===== src/rtl/strobe_pkg.sv =====
package strobe_pkg;
  localparam int CFG_W = 16;
  localparam logic [CFG_W-1:0] CFG_RESET = 16'hEB40;
  localparam logic [CFG_W-1:0] CFG_WMASK = 16'hFFC4;

  typedef struct packed {
    logic [4:0] rw_end;
    logic [2:0] as_end;
    logic [1:0] as_beg;
    logic       mode;
  } strobe_fields_t;

  function automatic strobe_fields_t unpack_cfg(input logic [CFG_W-1:0] w);
    strobe_fields_t f;
    f.rw_end = w[15:11];
    f.as_end = w[10:8];
    f.as_beg = w[7:6];
    f.mode   = w[2];
    return f;
  endfunction
endpackage


===== src/rtl/strobe_cfg_reg.sv =====
module strobe_cfg_reg
  import strobe_pkg::*;
(
  input  logic             clk,
  input  logic             rst,
  input  logic             we,
  input  logic [CFG_W-1:0] wdata,
  output logic [CFG_W-1:0] q
);
  always_ff @(posedge clk) begin
    if (rst) q <= CFG_RESET;
    else if (we) q <= wdata & CFG_WMASK;
  end
endmodule


===== src/rtl/strobe_cfg_check.sv =====
module strobe_cfg_check
  import strobe_pkg::*;
#(
  parameter int RW_MIN   = 3,
  parameter int ADDR_END = 3
) (
  input  logic           clk,
  input  logic           rst,
  input  strobe_fields_t f,
  output logic           ok,
  output logic           err
);
  localparam logic [4:0] RW_MIN_C = 5'(RW_MIN);
  localparam logic [4:0] ADR_C    = 5'(ADDR_END);

  always_comb begin
    ok = (f.as_end != 3'd0)
      && (f.as_end >= {1'b0, f.as_beg})
      && (f.rw_end >= RW_MIN_C)
      && (f.rw_end >= ADR_C);
  end

  always_ff @(posedge clk) begin
    if (rst) err <= 1'b0;
    else     err <= !ok;
  end
endmodule


===== src/rtl/strobe_seq.sv =====
module strobe_seq
  import strobe_pkg::*;
#(
  parameter int CNT_W     = 5,
  parameter int CYC_END   = 31,
  parameter int RW_ASSERT = 3,
  parameter int ADDR_END  = 3
) (
  input  logic           clk,
  input  logic           rst,
  input  logic           start,
  input  logic           write,
  input  logic           cfg_ok,
  input  strobe_fields_t cfg,
  output logic           busy,
  output strobe_fields_t act,
  output logic           as_n,
  output logic           re_n,
  output logic           we_n,
  output logic           addr_vld,
  output logic           done,
  output logic           async_mode
);
  localparam logic [CNT_W-1:0] END_C = CNT_W'(CYC_END);
  localparam logic [CNT_W-1:0] RW_C  = CNT_W'(RW_ASSERT);
  localparam logic [CNT_W-1:0] ADR_C = CNT_W'(ADDR_END);

  logic [CNT_W-1:0] cnt_q, cnt_d;
  logic             busy_d, wr_q, wr_d, accept;
  strobe_fields_t   act_d;
  logic             as_on, rw_on;
  logic [1:0]       rw_sel, rw_n_q;

  // Next-state: the working copy changes only when a cycle is accepted.
  always_comb begin
    accept = !busy && start && cfg_ok;
    busy_d = busy;
    cnt_d  = cnt_q;
    act_d  = act;
    wr_d   = wr_q;
    if (accept) begin
      busy_d = 1'b1;
      cnt_d  = '0;
      act_d  = cfg;
      wr_d   = write;
    end else if (busy) begin
      if (cnt_q == END_C) busy_d = 1'b0;
      else                cnt_d  = cnt_q + CNT_W'(1);
    end
  end

  // Decode the position that the registers will hold after this edge.
  always_comb begin
    as_on  = busy_d && (cnt_d >= CNT_W'(act_d.as_beg)) && (cnt_d < CNT_W'(act_d.as_end));
    rw_on  = busy_d && (cnt_d >= RW_C) && (cnt_d < CNT_W'(act_d.rw_end));
    rw_sel = {wr_d, !wr_d};
  end

  always_ff @(posedge clk) begin
    if (rst) begin
      busy       <= 1'b0;
      cnt_q      <= '0;
      act        <= unpack_cfg(CFG_RESET);
      wr_q       <= 1'b0;
      as_n       <= 1'b1;
      addr_vld   <= 1'b0;
      done       <= 1'b0;
      async_mode <= 1'b0;
    end else begin
      busy       <= busy_d;
      cnt_q      <= cnt_d;
      act        <= act_d;
      wr_q       <= wr_d;
      as_n       <= !as_on;
      addr_vld   <= busy_d && (cnt_d < ADR_C);
      done       <= busy_d && (cnt_d == END_C);
      async_mode <= act_d.mode;
    end
  end

  // Read (index 0) and write (index 1) strobes share one timing window.
  for (genvar i = 0; i < 2; i++) begin : g_rw
    always_ff @(posedge clk) begin
      if (rst) rw_n_q[i] <= 1'b1;
      else     rw_n_q[i] <= !(rw_on && rw_sel[i]);
    end
  end

  assign re_n = rw_n_q[0];
  assign we_n = rw_n_q[1];
endmodule


===== src/rtl/bus_strobe_timer.sv =====
module bus_strobe_timer
  import strobe_pkg::*;
#(
  parameter int CNT_W     = 5,
  parameter int CYC_END   = 31,
  parameter int RW_ASSERT = 3,
  parameter int ADDR_END  = 3,
  parameter int RW_MIN    = 3
) (
  input  logic        clk,
  input  logic        rst,
  input  logic        reg_we,
  input  logic [15:0] reg_wdata,
  output logic [15:0] reg_rdata,
  input  logic        cyc_start,
  input  logic        cyc_write,
  output logic        as_n,
  output logic        re_n,
  output logic        we_n,
  output logic        addr_vld,
  output logic        cyc_done,
  output logic        cfg_err,
  output logic        bus_async
);
  logic [CFG_W-1:0] cfg_q;
  strobe_fields_t   cur_cfg, act_cfg;
  logic             cfg_ok, seq_busy;

  strobe_cfg_reg u_reg (
    .clk(clk), .rst(rst), .we(reg_we), .wdata(reg_wdata), .q(cfg_q)
  );

  assign reg_rdata = cfg_q;
  assign cur_cfg   = unpack_cfg(cfg_q);

  strobe_cfg_check #(.RW_MIN(RW_MIN), .ADDR_END(ADDR_END)) u_chk_cfg (
    .clk(clk), .rst(rst), .f(cur_cfg), .ok(cfg_ok), .err(cfg_err)
  );

  strobe_seq #(
    .CNT_W(CNT_W), .CYC_END(CYC_END), .RW_ASSERT(RW_ASSERT), .ADDR_END(ADDR_END)
  ) u_seq (
    .clk(clk), .rst(rst), .start(cyc_start), .write(cyc_write), .cfg_ok(cfg_ok),
    .cfg(cur_cfg), .busy(seq_busy), .act(act_cfg), .as_n(as_n), .re_n(re_n),
    .we_n(we_n), .addr_vld(addr_vld), .done(cyc_done), .async_mode(bus_async)
  );
endmodule


===== config.mk =====
export PLATFORM = sky130hd
export DESIGN_NAME = bus_strobe_timer
export DESIGN_NICKNAME = d
export VERILOG_FILES = /design/src/rtl/strobe_pkg.sv /design/src/rtl/strobe_cfg_reg.sv /design/src/rtl/strobe_cfg_check.sv /design/src/rtl/strobe_seq.sv /design/src/rtl/bus_strobe_timer.sv
export SDC_FILE = /design/constraint.sdc
export NUM_CORES = 1
export LEC_CHECK = 0
export CORE_MARGIN = 4
export CORE_UTILIZATION = 50
export CTS_CLUSTER_DIAMETER = 100
export DETAILED_ROUTE_END_ITERATION = 12
export PLACE_DENSITY = 0.81
export SLEW_MARGIN = 5
export SYNTH_ARGS = -nofsm -noshare
export SYNTH_HDL_FRONTEND = slang
export SYNTH_HIERARCHICAL = 1
export SYNTH_SLANG_ARGS = --single-unit

===== constraint.sdc =====
create_clock -name clk -period 4.57 [get_ports clk]
set_input_delay 0.6855 -clock clk [delete_from_list [all_inputs] [get_ports clk]]
set_output_delay 0.6855 -clock clk [all_outputs]
set_load 0.05 [all_outputs]

* Word-level counts from Yosys, hierarchy flattened *
Index checks and enable logic that the tools add are counted.

operators by class
  reduce and logical (&&, ||, !) cells = 20
  mux-type cells = 8
  equal/unequal tests = 2
  order comparisons = 7
  add/subtract/negate cells = 1

operators by type and width
  kind                 count
  $mux 5               3
  $logic_and 1x1->1    13
  $mux 11              1
  $eq 5x5->1 const B   2
  $ge 5x2->1 const B   2
  $logic_not 1->1      6
  $add 5x1->5 const B  1
  $ge 5x2->1           1
  $lt 5x2->1 const B   1
  $lt 5x3->1           1
  $lt 5x5->1           1
  $mux 1               4
  $ge 3x2->1           1
  $reduce_bool 3->1    1

storage, ports and cells
  output and inout bits = 23
  bits in registers = 35

* Longest topological paths before layout *
Gate-level depths: netlist of the first run.

  depth after elaboration = 11
  depth in mapped cells = 15
  depth with buffers taken out = 14

* By module *
The synthesis of the first run kept the hierarchy.

by module, submodules not included
  module            cells each  instances  area an instance (um2)
  strobe_seq        139         1          1261.2
  strobe_cfg_reg    41          1          445.4
  strobe_cfg_check  12          1          105.1

* Least setup slack after synthesis of the first run *
OpenSTA, ideal clock, no wires.

  path kind = reg-to-reg
  start = register u_reg.q[7]
  end = register u_seq.rw_n_q[0], in the netlist u_seq/re_n
  arrival = 3.083 ns
  setup slack = 1.418 ns
  data required time = 4.501 ns
  cell stages (with the launch flop) = 16
  library setup time = 0.069 ns
  path buffers = 2
  cells stage by stage = dfxtp_1 inv_1 ha_1 o22ai_1 a21oi_1 o21a_1 and3b_1 buf_6 buf_2 mux2i_1 ha_1 inv_1 a221oi_2 a31oi_1 maj3_2 o21ai_1

between the ends
  word-level cells in the longest chain between the ends = 11
  elaborated cells between the ends (all ways) = 16
  classes of those cells = order compare: 3; mux: 4; reduce/logical: 9

RTL lines
  element                         line                    source
  start: declaration              strobe_cfg_reg.sv:8     output logic [CFG_W-1:0] q
  start signal: assignment        strobe_cfg_reg.sv:12    else if (we) q <= wdata & CFG_WMASK;
  $ge 3x2->1 *                    strobe_cfg_check.sv:18  && (f.as_end >= {1'b0, f.as_beg})
  $logic_and 1x1->1 *             strobe_cfg_check.sv:18
  $logic_and 1x1->1 *             strobe_cfg_check.sv:19  && (f.rw_end >= RW_MIN_C)
  $logic_and 1x1->1 *             strobe_cfg_check.sv:20  && (f.rw_end >= ADR_C);
  net cfg_ok                      bus_strobe_timer.sv:27  logic cfg_ok, seq_busy;
  $logic_and 1x1->1 *             strobe_seq.sv:36        accept = !busy && start && cfg_ok;
  $mux 5                          strobe_seq.sv:41        if (accept) begin
  $ge 5x2->1                      strobe_seq.sv:55        rw_on = busy_d && (cnt_d >= RW_C) && (cnt_d < CNT_W'(act_d.rw_end));
  $logic_and 1x1->1 (2 in a row)  strobe_seq.sv:55
  $logic_and 1x1->1 *             strobe_seq.sv:85        else rw_n_q[i] <= !(rw_on && rw_sel[i]);
  $logic_not 1->1 *               strobe_seq.sv:85
  end signal: indexed assignment  strobe_seq.sv:85
  end: declaration                strobe_seq.sv:32        logic [1:0] rw_sel, rw_n_q;

Mark *: on every way through the listed nets, which the timed path passes. The rest lies on a longest branch.
A chain may end at the register's enable or synchronous reset.

* Final worst setup path of the first run *
  start = register u_reg.q[7]
  end = register u_seq.as_n

between the ends
  word-level cells in the longest chain between the ends = 10
  elaborated cells between the ends (all ways) = 13
  classes of those cells = order compare: 3; mux: 3; reduce/logical: 7

RTL lines
  element                                   line                    source
  $ge 3x2->1 *                              strobe_cfg_check.sv:18
  $logic_and 1x1->1 *                       strobe_cfg_check.sv:18
  $logic_and 1x1->1 *                       strobe_cfg_check.sv:19
  $logic_and 1x1->1 *                       strobe_cfg_check.sv:20
  net cfg_ok                                bus_strobe_timer.sv:27
  $logic_and 1x1->1 *                       strobe_seq.sv:36
  $mux 5 / $mux 11 (equally long branches)  strobe_seq.sv:41
  $ge 5x2->1                                strobe_seq.sv:54        as_on = busy_d && (cnt_d >= CNT_W'(act_d.as_beg)) && (cnt_d < CNT_W'(act_d.as_end));
  $logic_and 1x1->1                         strobe_seq.sv:54
  $logic_and 1x1->1 *                       strobe_seq.sv:54
  $logic_not 1->1 *                         strobe_seq.sv:74        as_n <= !as_on;
  end signal: assignment                    strobe_seq.sv:74
  end: declaration                          strobe_seq.sv:17        output logic as_n,

Marks and branches as above.

==> results by group, run 1 <==
Outcome
  • Outcome: completed

STA
  • Tightest Pin Transition: approximately 0.68 ns
  • Final TNS setup: 0 ns
  • Highest Clock Rate: approximately 0.3 GHz
  • Fin crit share: between 70% and 80%
  • Final worst slack: around 1.2 ns
  • Final hold slack: between 0.4 and 0.5 ns
  • Endpoints failing setup: 0
  • Fin. max-slew vios: 0
  • Final hold vios: 0
  • RSZ-0062 raised after global routing: no
  • Skew final: 0.005768 ns
  • Max-slew headroom: between 50% and 60%
  • Post-layout minimum cycle time: roughly 3.3 ns

Logic synthesis
  • Mapped cell area: between 1500 and 2000 um2
  • Avg Synthesized Cell Area: between 9 and 10 um2
  • Synthesized netlist cell count: 191
  • Synth warn: 6

Placement
  • Port bufs: 33
  • Dpl ws: ~1.3 ns
  • RePlAce Congestion: 0.8282
  • Placed cells: 260
  • Post-DP HPWL: around 2600 um

Pwr
  • Leakage: approximately 0.90 nW
  • Clk pwr share: roughly a quarter
  • Total internal power: ~0.00047 W
  • PwrDens: ~310 nW/um2
  • Switching part of the total: a little under a third
  • VDD IR max: about 0.00019 V
  • Part of the power in combinational logic: between 20% and 30%
  • Psw: 0.0002183 W
  • Power share of the sequential group: between 40% and 50%

Setup path
  • CP Max Fanout: 10
  • Reg2reg start: u_reg/q[7]$_SDFFE_PP0P_
  • Longest individual stage delay on the worst path: about 0.54 ns
  • Arr. time, crit path: 3.55 ns
  • Reg2reg path depth: 12
  • Crit Path Class: reg -> reg
  • CP endpoint kind: flip-flop
  • Critical path cell sequence: inv_1, ha_1, o22ai_1, a21oi_1, o21a_1, and3b_1, buf_4, mux2i_1, ha_1, o21ai_0, a21oi_1, a2111o_1
  • Worst path required time: 4.80 ns
  • Slowest CP cell: and3b_1
  • R2r endpoint: u_seq/as_n$_SDFF_PP1_
  • Flop-to-flop setup slack: ~1.2 ns
  • Setup crit start kind: flip-flop

Final layout
  • Area grow syn2layout: 20.39%
  • Commonest non-fill, non-tap cells in the layout: 35 x dfxtp_1, 33 x clkdlybuf4s50_1, 14 x nor2_1, 14 x nand2_1, 12 x mux2i_1
  • Antenna cells: 0
  • Share of cells above drive strength 1: between 10% and 20%
  • Final core utilization: between 60 and 70%
  • Commonest non-fill, non-tap cell in the layout: dfxtp_1
  • Final cell count without fillers: between 200 and 300
  • Final nets: 252

Route
  • Drt total wl: ~3600 um
  • M1 wire length: around 1700 um
  • DRT iter0 DRCs: 62
  • Max Used Layer: met4
  • Final ANT Viol Nets: 0
  • Vias: between 1000 and 1500
  • Routed wire per std cell: around 13 um
  • Detailed Routing Iterations Pass 1: 4
  • Residual DRC: 0
  • DR vias/cell: between 5 and 6
  • Met3 wire len: around 210 um
  • Met2 WL: 1586 um

Clock tree
  • Skew-Pair Late Insertion Delay: between 0.3 and 0.4 ns
  • TritonCTS clock tree: done
  • Num CTS Buffers: 5
  • Post-CTS setup repair buffer count: 0
  • Cts hold-fix bufs: 0
  • H-tree levels: 2
  • Clock sinks: 35
  • Clk slew on worst S/H paths: about 0.1 ns
  • Post_cts resized: 0
  • Clk Tree Root Cell: clkbuf_4
  • Clk buf depth: 2

Min path
  • Hold Crit Depth: 2
  • HP Class: reg -> reg
  • Hold Path Sink: u_seq/async_mode$_SDFFE_PP0N_
  • Min-delay src: u_seq/async_mode$_SDFFE_PP0N_

Floorplan
  • Rows: 21
  • Die area: ~4600 um2
  • Die height: between 60 and 70 um
  • Initial core utilization: 52.82%
  • Placeable Area: 3416 um2
  • Top Ports: 44
  • Die width: between 60 and 70 um

Global route
  • Number of global-route vias before repair: 1259
  • Grt total ovfl: 0
  • Initial antenna violation count: 0
  • First-pass GRT wire length: around 5800 um
  • GRT Resource Usage Total: between 15 and 20%
  • Largest net degree at the start of global routing: 32

Flow run
  • Max-cap violations: 0
-- registers in the layout, indices dropped and copies added, names as in the netlist --
register and flops:
u_seq/async_mode 1, u_seq/act 10, u_seq/wr_q 1, u_seq/we_n 1, u_seq/done 1, u_seq/busy 1, u_chk_cfg/err 1, u_seq/addr_vld 1
u_seq/cnt_q 5, u_seq/as_n 1, u_reg/q 11, u_seq/re_n 1
-- area by class of cell --
cell class | instances | area [um2]
Timing Repair Buffer | 35 | 345.3
Sequential cell | 35 | 700.7
Tap cell | 46 | 57.56
Fill cell | 284 | 1244
Clock buffer | 6 | 51.30
Multi-Input combinational cell | 137 | 985.9
Clock inverter | 1 | 5.005
Inverter | 7 | 26.28
-- critical path, delay by kind of cell (launching register included) --
family	cells	cell delay (ns)
compound gates	6	1.13
mux	1	0.26
simple gates	1	0.54
buf+inv	2	0.33
flops	1	0.39
fa+ha+maj	2	0.56
-- power by group through the flow --
stage	registers, W	clock network, W	logic, W
2_1_floorplan	0.000376	0	0.0000968
3_3_place_gp	0.000345	0	0.000172
3_5_place_dp	0.000346	0	0.000174
4_1_cts	0.000339	0.000176	0.000175
5_1_grt	0.000342	0.000191	0.000189
6_report	0.000339	0.000170	0.000175
-- worst max path at each step --
stage | from | to | slack, ns | cells past startpoint
after CTS | u_reg/q[7]$_SDFFE_PP0P_ | u_seq/as_n$_SDFF_PP1_ | 1.28 | 12
after detailed placement | cyc_start | u_seq/as_n$_SDFF_PP1_ | 1.32 | 8
after global routing | u_reg/q[7]$_SDFFE_PP0P_ | u_seq/as_n$_SDFF_PP1_ | 1.01 | 12
final | u_reg/q[7]$_SDFFE_PP0P_ | u_seq/as_n$_SDFF_PP1_ | 1.25 | 12
after global placement | cyc_start | u_seq/as_n$_SDFF_PP1_ | 1.31 | 8
after floorplan | u_reg/q[7]$_SDFFE_PP0P_ | u_seq/re_n$_SDFF_PP1_ | 1.42 | 15
-- stage by stage --
step / cell area (um2) / total power (W)
floorplan: 1819 / 0.0004729
global placement: 2116 / 0.0005175
detailed placement: 2116 / 0.0005202
CTS: 2172 / 0.0006900
global route: 2172 / 0.0007218
finish: 2172 / 0.0006839
-- metal layers --
| metal | track usage [%] | vias up |
|---|---|---|
| li1 | - | 732 |
| met1 | 21.29 | 654 |
| met2 | 25.27 | 47 |
| met3 | 6.568 | 8 |
| met4 | 7.940 | 0 |
| met5 | 0 | - |
Power figures use the tool's default switching activity.
==> inputs of run 2 (changes only) <==
- CORE_UTILIZATION: 50 -> 44
- PLACE_DENSITY: 0.81 -> 0.75
- clock period: 4.57 -> 2.7 ns (I/O delays scaled with it)
==> results by group, run 2 (synthesized netlist as in run 1, its figures left out) <==
Route
  • Residual DRC: 0
  • DRT iter0 DRCs: 69
  • DR vias/cell: 5.230
  • Drt total wl: about 3700 um
  • Detailed Routing Iterations Pass 1: 4
  • Final ANT Viol Nets: 0
  • Vias: roughly 1500
  • Routed wire per std cell: between 10 and 15 um

Final layout
  • Area grow syn2layout: 31.55%
  • Commonest non-fill, non-tap cell in the layout: clkdlybuf4s50_1
  • Register area: 719.4 um2
  • Largest Register: u_reg/q
  • Final nets: 262
  • Top flop regs: u_reg/q: 11 flops, u_seq/act: 10 flops, u_seq/cnt_q: 5 flops
  • Antenna cells: 0
  • Commonest non-fill, non-tap cells in the layout: 33 x clkdlybuf4s50_1, 28 x dfxtp_1, 14 x nor2_1
  • Fillers: approximately 340
  • Multi-input logic area: 1050 um2
  • Flip-flop count of the largest register after layout: 11
  • Share of cells above drive strength 1: approximately 28%

Setup path
  • Worst path required time: roughly 2.9 ns
  • CP endpoint kind: flip-flop
  • CP Max Fanout: 6
  • Setup crit start kind: flip-flop
  • Flop-to-flop setup slack: 0.03 ns
  • Buf/Inv on CP: 3
  • Critical path cell sequence: inv_2, ha_4, o22ai_2, a21oi_2, o21a_1, and3b_2, buf_6, mux2i_2, ha_1, inv_1, a221oi_2, a31oi_1, maj3_2, o21ai_2
  • Slowest CP cell: dfxtp_4
  • Crit Path Class: reg -> reg
  • Longest individual stage delay on the worst path: around 0.37 ns
  • Arr. time, crit path: between 2 and 3 ns
  • Top delay family on crit path: adder cells

Clock tree
  • TritonCTS clock tree: done
  • Clk Tree Root Cell: clkbuf_8
  • Num CTS Buffers: 5
  • Clock sinks: 35
  • Clk buf depth: 2
  • H-tree levels: 2
  • Clk slew on worst S/H paths: 0.07 ns
  • Skew-Pair Late Insertion Delay: approximately 0.28 ns
  • Cts hold-fix bufs: 0

Placement
  • Port bufs: 33
  • Post-DP HPWL: ~2700 um
  • RePlAce Congestion: around 0.87
  • Dpl ws: around 0.066 ns

Floorplan
  • Die height: 72.04 um
  • Placeable Area: slightly below 4000 um2
  • Die width: between 70 and 80 um
  • Top Ports: 44
  • Rows: 23
  • Die area: around 5200 um2
  • Initial core utilization: between 40% and 50%

STA
  • Max-slew headroom: about 55%
  • Final hold slack: between 0.4 and 0.5 ns
  • Tightest Pin Transition: roughly 0.67 ns
  • Post-layout minimum cycle time: 2.673 ns
  • Endpoints failing setup: 0
  • Fin crit share: roughly 99%
  • Final worst slack: 0.02745 ns
  • Fin. max-slew vios: 0
  • Skew final: between 0.008 and 0.009 ns
  • Highest Clock Rate: between 0.3 and 0.4 GHz
  • RSZ-0062 raised after global routing: yes
  • Final hold vios: 0

Pwr
  • PwrDens: 541.5 nW/um2
  • Leakage: 0.9664 nW
  • VDD IR max: approximately 0.00036 V

Outcome
  • Outcome: completed

Global route
  • Grt total ovfl: 0
  • Number of global-route vias before repair: 1221
  • Largest net degree at the start of global routing: 31
  • Initial antenna violation count: 0
  • GRT Resource Usage Total: roughly 14%
  • First-pass GRT wire length: around 5800 um

Min path
  • HP Class: reg -> reg

Flow run
  • Max-cap violations: 0
run 2: cell types whose count changed in the layout (fill, tap and decap cells not counted), moves of 3 or more:
cell      change
dfxtp_1       -7
clkbuf_8      +5
clkbuf_4      -5
dfxtp_4       +4
buf_4         +9
mux2i_1       -3
dfxtp_2       +3
mux2i_2       +3
run 2: power by group:
| group | total, W | switching (W) | internal (W) |
|---|---|---|---|
| sequential | 0.000575 | 0.0000278 | 0.000547 |
| combinational | 0.000330 | 0.000185 | 0.000146 |
| clock | 0.000380 | 0.000175 | 0.000206 |
| total | 0.00129 | 0.000387 | 0.000898 |
run 2: cell type report:
cell class / instances / share of cell area, %
tap: 50 / 2.636
sequential: 35 / 30.31
multi-input combinational: 137 / 44.23
timing repair buffer: 45 / 17.87
inverter: 7 / 1.107
clock inverter: 1 / 0.2109
clock buffer: 7 / 3.637
run 2: metrics by stage:
| step | util, % | area [um2] | power [W] | std cells | TNS, ns |
|---|---|---|---|---|---|
| floorplan | - | 1883 | 0.0008126 | 195 | 0 |
| global placement | 55.89 | 2220 | 0.0008971 | 270 | 0 |
| detailed placement | 55.89 | 2220 | 0.0009008 | 270 | 0 |
| CTS | 58.38 | 2318 | 0.001284 | 278 | 0 |
| global route | 59.77 | 2374 | 0.001357 | 282 | -0.2506 |
| finish | 59.77 | 2374 | 0.001285 | 282 | 0 |
run 2: per-layer routing:
layer,up-vias,share of wire (%),GRT usage (%)
met5,-,0,0
met3,2,5.0,3.324
met2,42,46,21.02
met4,0,0.63,3.132
li1,746,-,-
met1,685,48,20.88
run 2: repair_timing:
action,in CTS,in global routing
gates resized for setup,2,7
gates cloned,0,0
setup buffers,0,4
setup endpoints to repair,1,3
pin swaps,0,7
run 2: path summary, 6_finish.rpt:
check,startpoint,end,cells past startpoint
worst min register to register,u_seq/async_mode$_SDFFE_PP0N_,u_seq/async_mode$_SDFFE_PP0N_,2
worst min-delay path,u_seq/async_mode$_SDFFE_PP0N_,u_seq/async_mode$_SDFFE_PP0N_,2
worst max register to register,u_reg/q[7]$_SDFFE_PP0P_,u_seq/re_n$_SDFF_PP1_,14
worst max-delay path,u_reg/q[7]$_SDFFE_PP0P_,u_seq/re_n$_SDFF_PP1_,14
run 2: worst reg2reg max path, stage by stage, from the launching register on:
cell	delay, ns
dfxtp_4	0.37
inv_2	0.05
ha_4	0.23
o22ai_2	0.10
a21oi_2	0.07
o21a_1	0.20
and3b_2	0.21
buf_6	0.14
mux2i_2	0.15
ha_1	0.27
inv_1	0.04
a221oi_2	0.18
a31oi_1	0.14
maj3_2	0.35
o21ai_2	0.11
==> inputs of run 3 (changes only) <==
- SETUP_SLACK_MARGIN: unset -> 0.1
==> results by group, run 3 (synthesized netlist as in run 1, its figures left out) <==
Outcome
  • Outcome: completed

STA
  • Final hold vios: 0
  • RSZ-0062 raised after global routing: yes
  • Skew final: 0.006429 ns
  • Fin crit share: 95.10%
  • Tightest Pin Transition: around 0.68 ns
  • Max-slew headroom: ~55%
  • Post-layout minimum cycle time: ~2.6 ns
  • Highest Clock Rate: approximately 0.4 GHz
  • Final hold slack: 0.4736 ns
  • Fin. max-slew vios: 0
  • Endpoints failing setup: 0

Floorplan
  • Placeable Area: 3971 um2
  • Die area: 5189 um2
  • Top Ports: 44
  • Rows: 23
  • Initial core utilization: a little under half
  • Die height: just over 70 um
  • Die width: around 72 um

Clock tree
  • Skew-Pair Late Insertion Delay: 0.28 ns
  • H-tree levels: 2
  • Clk Tree Root Cell: clkbuf_8
  • Clock sinks: 35
  • Clk slew on worst S/H paths: around 0.07 ns
  • Clk buf depth: 2
  • TritonCTS clock tree: done
  • Num CTS Buffers: 5

Setup path
  • Setup crit start kind: flip-flop
  • Flop-to-flop setup slack: approximately 0.13 ns
  • Worst path required time: approximately 2.9 ns
  • CP Max Fanout: 5
  • R2r endpoint: u_seq/we_n$_SDFF_PP1_
  • CP endpoint kind: flip-flop
  • Worst setup path endpoint: u_seq/we_n$_SDFF_PP1_
  • Reg2reg start: u_reg/q[7]$_SDFFE_PP0P_
  • Reg2reg path depth: 13
  • Arr. time, crit path: around 2.8 ns
  • Crit Path Class: reg -> reg
  • Crit path from: u_reg/q[7]$_SDFFE_PP0P_

Global route
  • Grt total ovfl: 0
  • Initial antenna violation count: 0
  • GRT Resource Usage Total: 15.03%
  • First-pass GRT wire length: between 6000 and 7000 um
  • Number of global-route vias before repair: approximately 1300
  • Largest net degree at the start of global routing: 31

Pwr
  • Psw: roughly 0.00041 W
  • Power share of the sequential group: about 41%
  • Part of the power in combinational logic: around 25%
  • Clk pwr share: 34.5%
  • Total internal power: roughly 0.001 W
  • VDD IR max: between 0.0004 and 0.0005 V
  • Leakage: 0.9787 nW
  • Switching part of the total: slightly below 30%
  • PwrDens: a little under 600 nW/um2

Placement
  • RePlAce Congestion: 0.8438
  • Post-DP HPWL: between 2000 and 3000 um
  • Port bufs: 33
  • Area after DPL: between 2000 and 2500 um2

Route
  • Final ANT Viol Nets: 0
  • Routed wire per std cell: about 14 um
  • DR vias/cell: 5.152
  • Residual DRC: 0
  • Drt total wl: between 3000 and 4000 um
  • Detailed Routing Iterations Pass 1: 4
  • DRT iter0 DRCs: 55
  • Vias: between 1000 and 1500

Final layout
  • Area grow syn2layout: 35.09%
  • Antenna cells: 0
  • Largest Register: u_reg/q
  • Final core utilization: 61.37%
  • Commonest non-fill, non-tap cells in the layout: 33 x clkdlybuf4s50_1, 28 x dfxtp_1, 13 x nor2_1, 13 x nand2_1, 12 x buf_4
  • Share of cells above drive strength 1: a little under a third
  • Final nets: about 260
  • Final instance area: around 2400 um2
  • Flip-flop count of the largest register after layout: 11
  • Commonest non-fill, non-tap cell in the layout: clkdlybuf4s50_1
  • Top flop regs: u_reg/q: 11 flops, u_seq/act: 10 flops, u_seq/cnt_q: 5 flops

Min path
  • HP Class: reg -> reg
  • Min-delay src: u_seq/async_mode$_SDFFE_PP0N_

Flow run
  • Max-cap violations: 0
[run 3: power groups by stage]
stage                     clock (W)  sequential, W  combinational (W)
after floorplan                   0       0.000638           0.000176
after CTS                  0.000492       0.000574           0.000324
after detailed placement          0       0.000585           0.000320
after global routing       0.000511       0.000579           0.000373
after global placement            0       0.000584           0.000317
final                      0.000484       0.000574           0.000345
[run 3: per-stage QoR]
step | power, W | setup slack (ns) | instances | TNS (ns)
final | 0.001404 | 0.1322 | 283 | 0
after global routing | 0.001463 | -0.02087 | 283 | -0.03117
after CTS | 0.001389 | 0.08297 | 279 | 0
after detailed placement | 0.0009046 | 0.07991 | 271 | 0
after global placement | 0.0009015 | 0.08235 | 271 | 0
after floorplan | 0.0008149 | 0.02051 | 195 | 0
[run 3: metal layers]
layer | vias up | global-route usage [%] | part of all wire (%)
met5 | - | 0 | 0
met4 | 0 | 5.637 | 0.59
met3 | 2 | 3.324 | 2.6
met2 | 19 | 23.37 | 46
met1 | 680 | 20.45 | 51
li1 | 757 | - | -
[run 3: cell type report]
type | count | area, um2
clock inverter | 2 | 35.03
tap | 50 | 62.56
inverter | 7 | 26.28
multi-input combinational | 137 | 1080
timing repair buffer | 46 | 431.7
clock buffer | 6 | 82.58
sequential | 35 | 719.4
fill | 338 | 1534
[run 3: repair_timing]
item / 4_1_cts / 5_1_grt
hold endpoints to repair: 0 / 0
buffers inserted: 0 / 4
gates resized for setup: 2 / 12
pin swaps: 0 / 10
hold buffers: 0 / 0
setup endpoints to repair: 3 / 3
[run 3: critical path, cell delays in order, from the launching register on]
cell	delay, ns
dfxtp_4	0.37
inv_2	0.04
ha_4	0.23
o22ai_4	0.09
a21oi_2	0.05
o21a_1	0.19
and3b_2	0.26
mux2i_2	0.18
ha_1	0.29
inv_2	0.03
a221oi_2	0.16
a31oi_1	0.13
maj3_2	0.35
o21ai_2	0.12
[run 3: how the worst min path moves through the flow]
stage,end,cells past startpoint
after floorplan,u_seq/act[3]$_SDFF_PP1_,2
after global placement,u_seq/async_mode$_SDFFE_PP0N_,2
after detailed placement,u_seq/async_mode$_SDFFE_PP0N_,2
after CTS,u_seq/async_mode$_SDFFE_PP0N_,2
after global routing,u_seq/async_mode$_SDFFE_PP0N_,2
final,u_seq/async_mode$_SDFFE_PP0N_,2
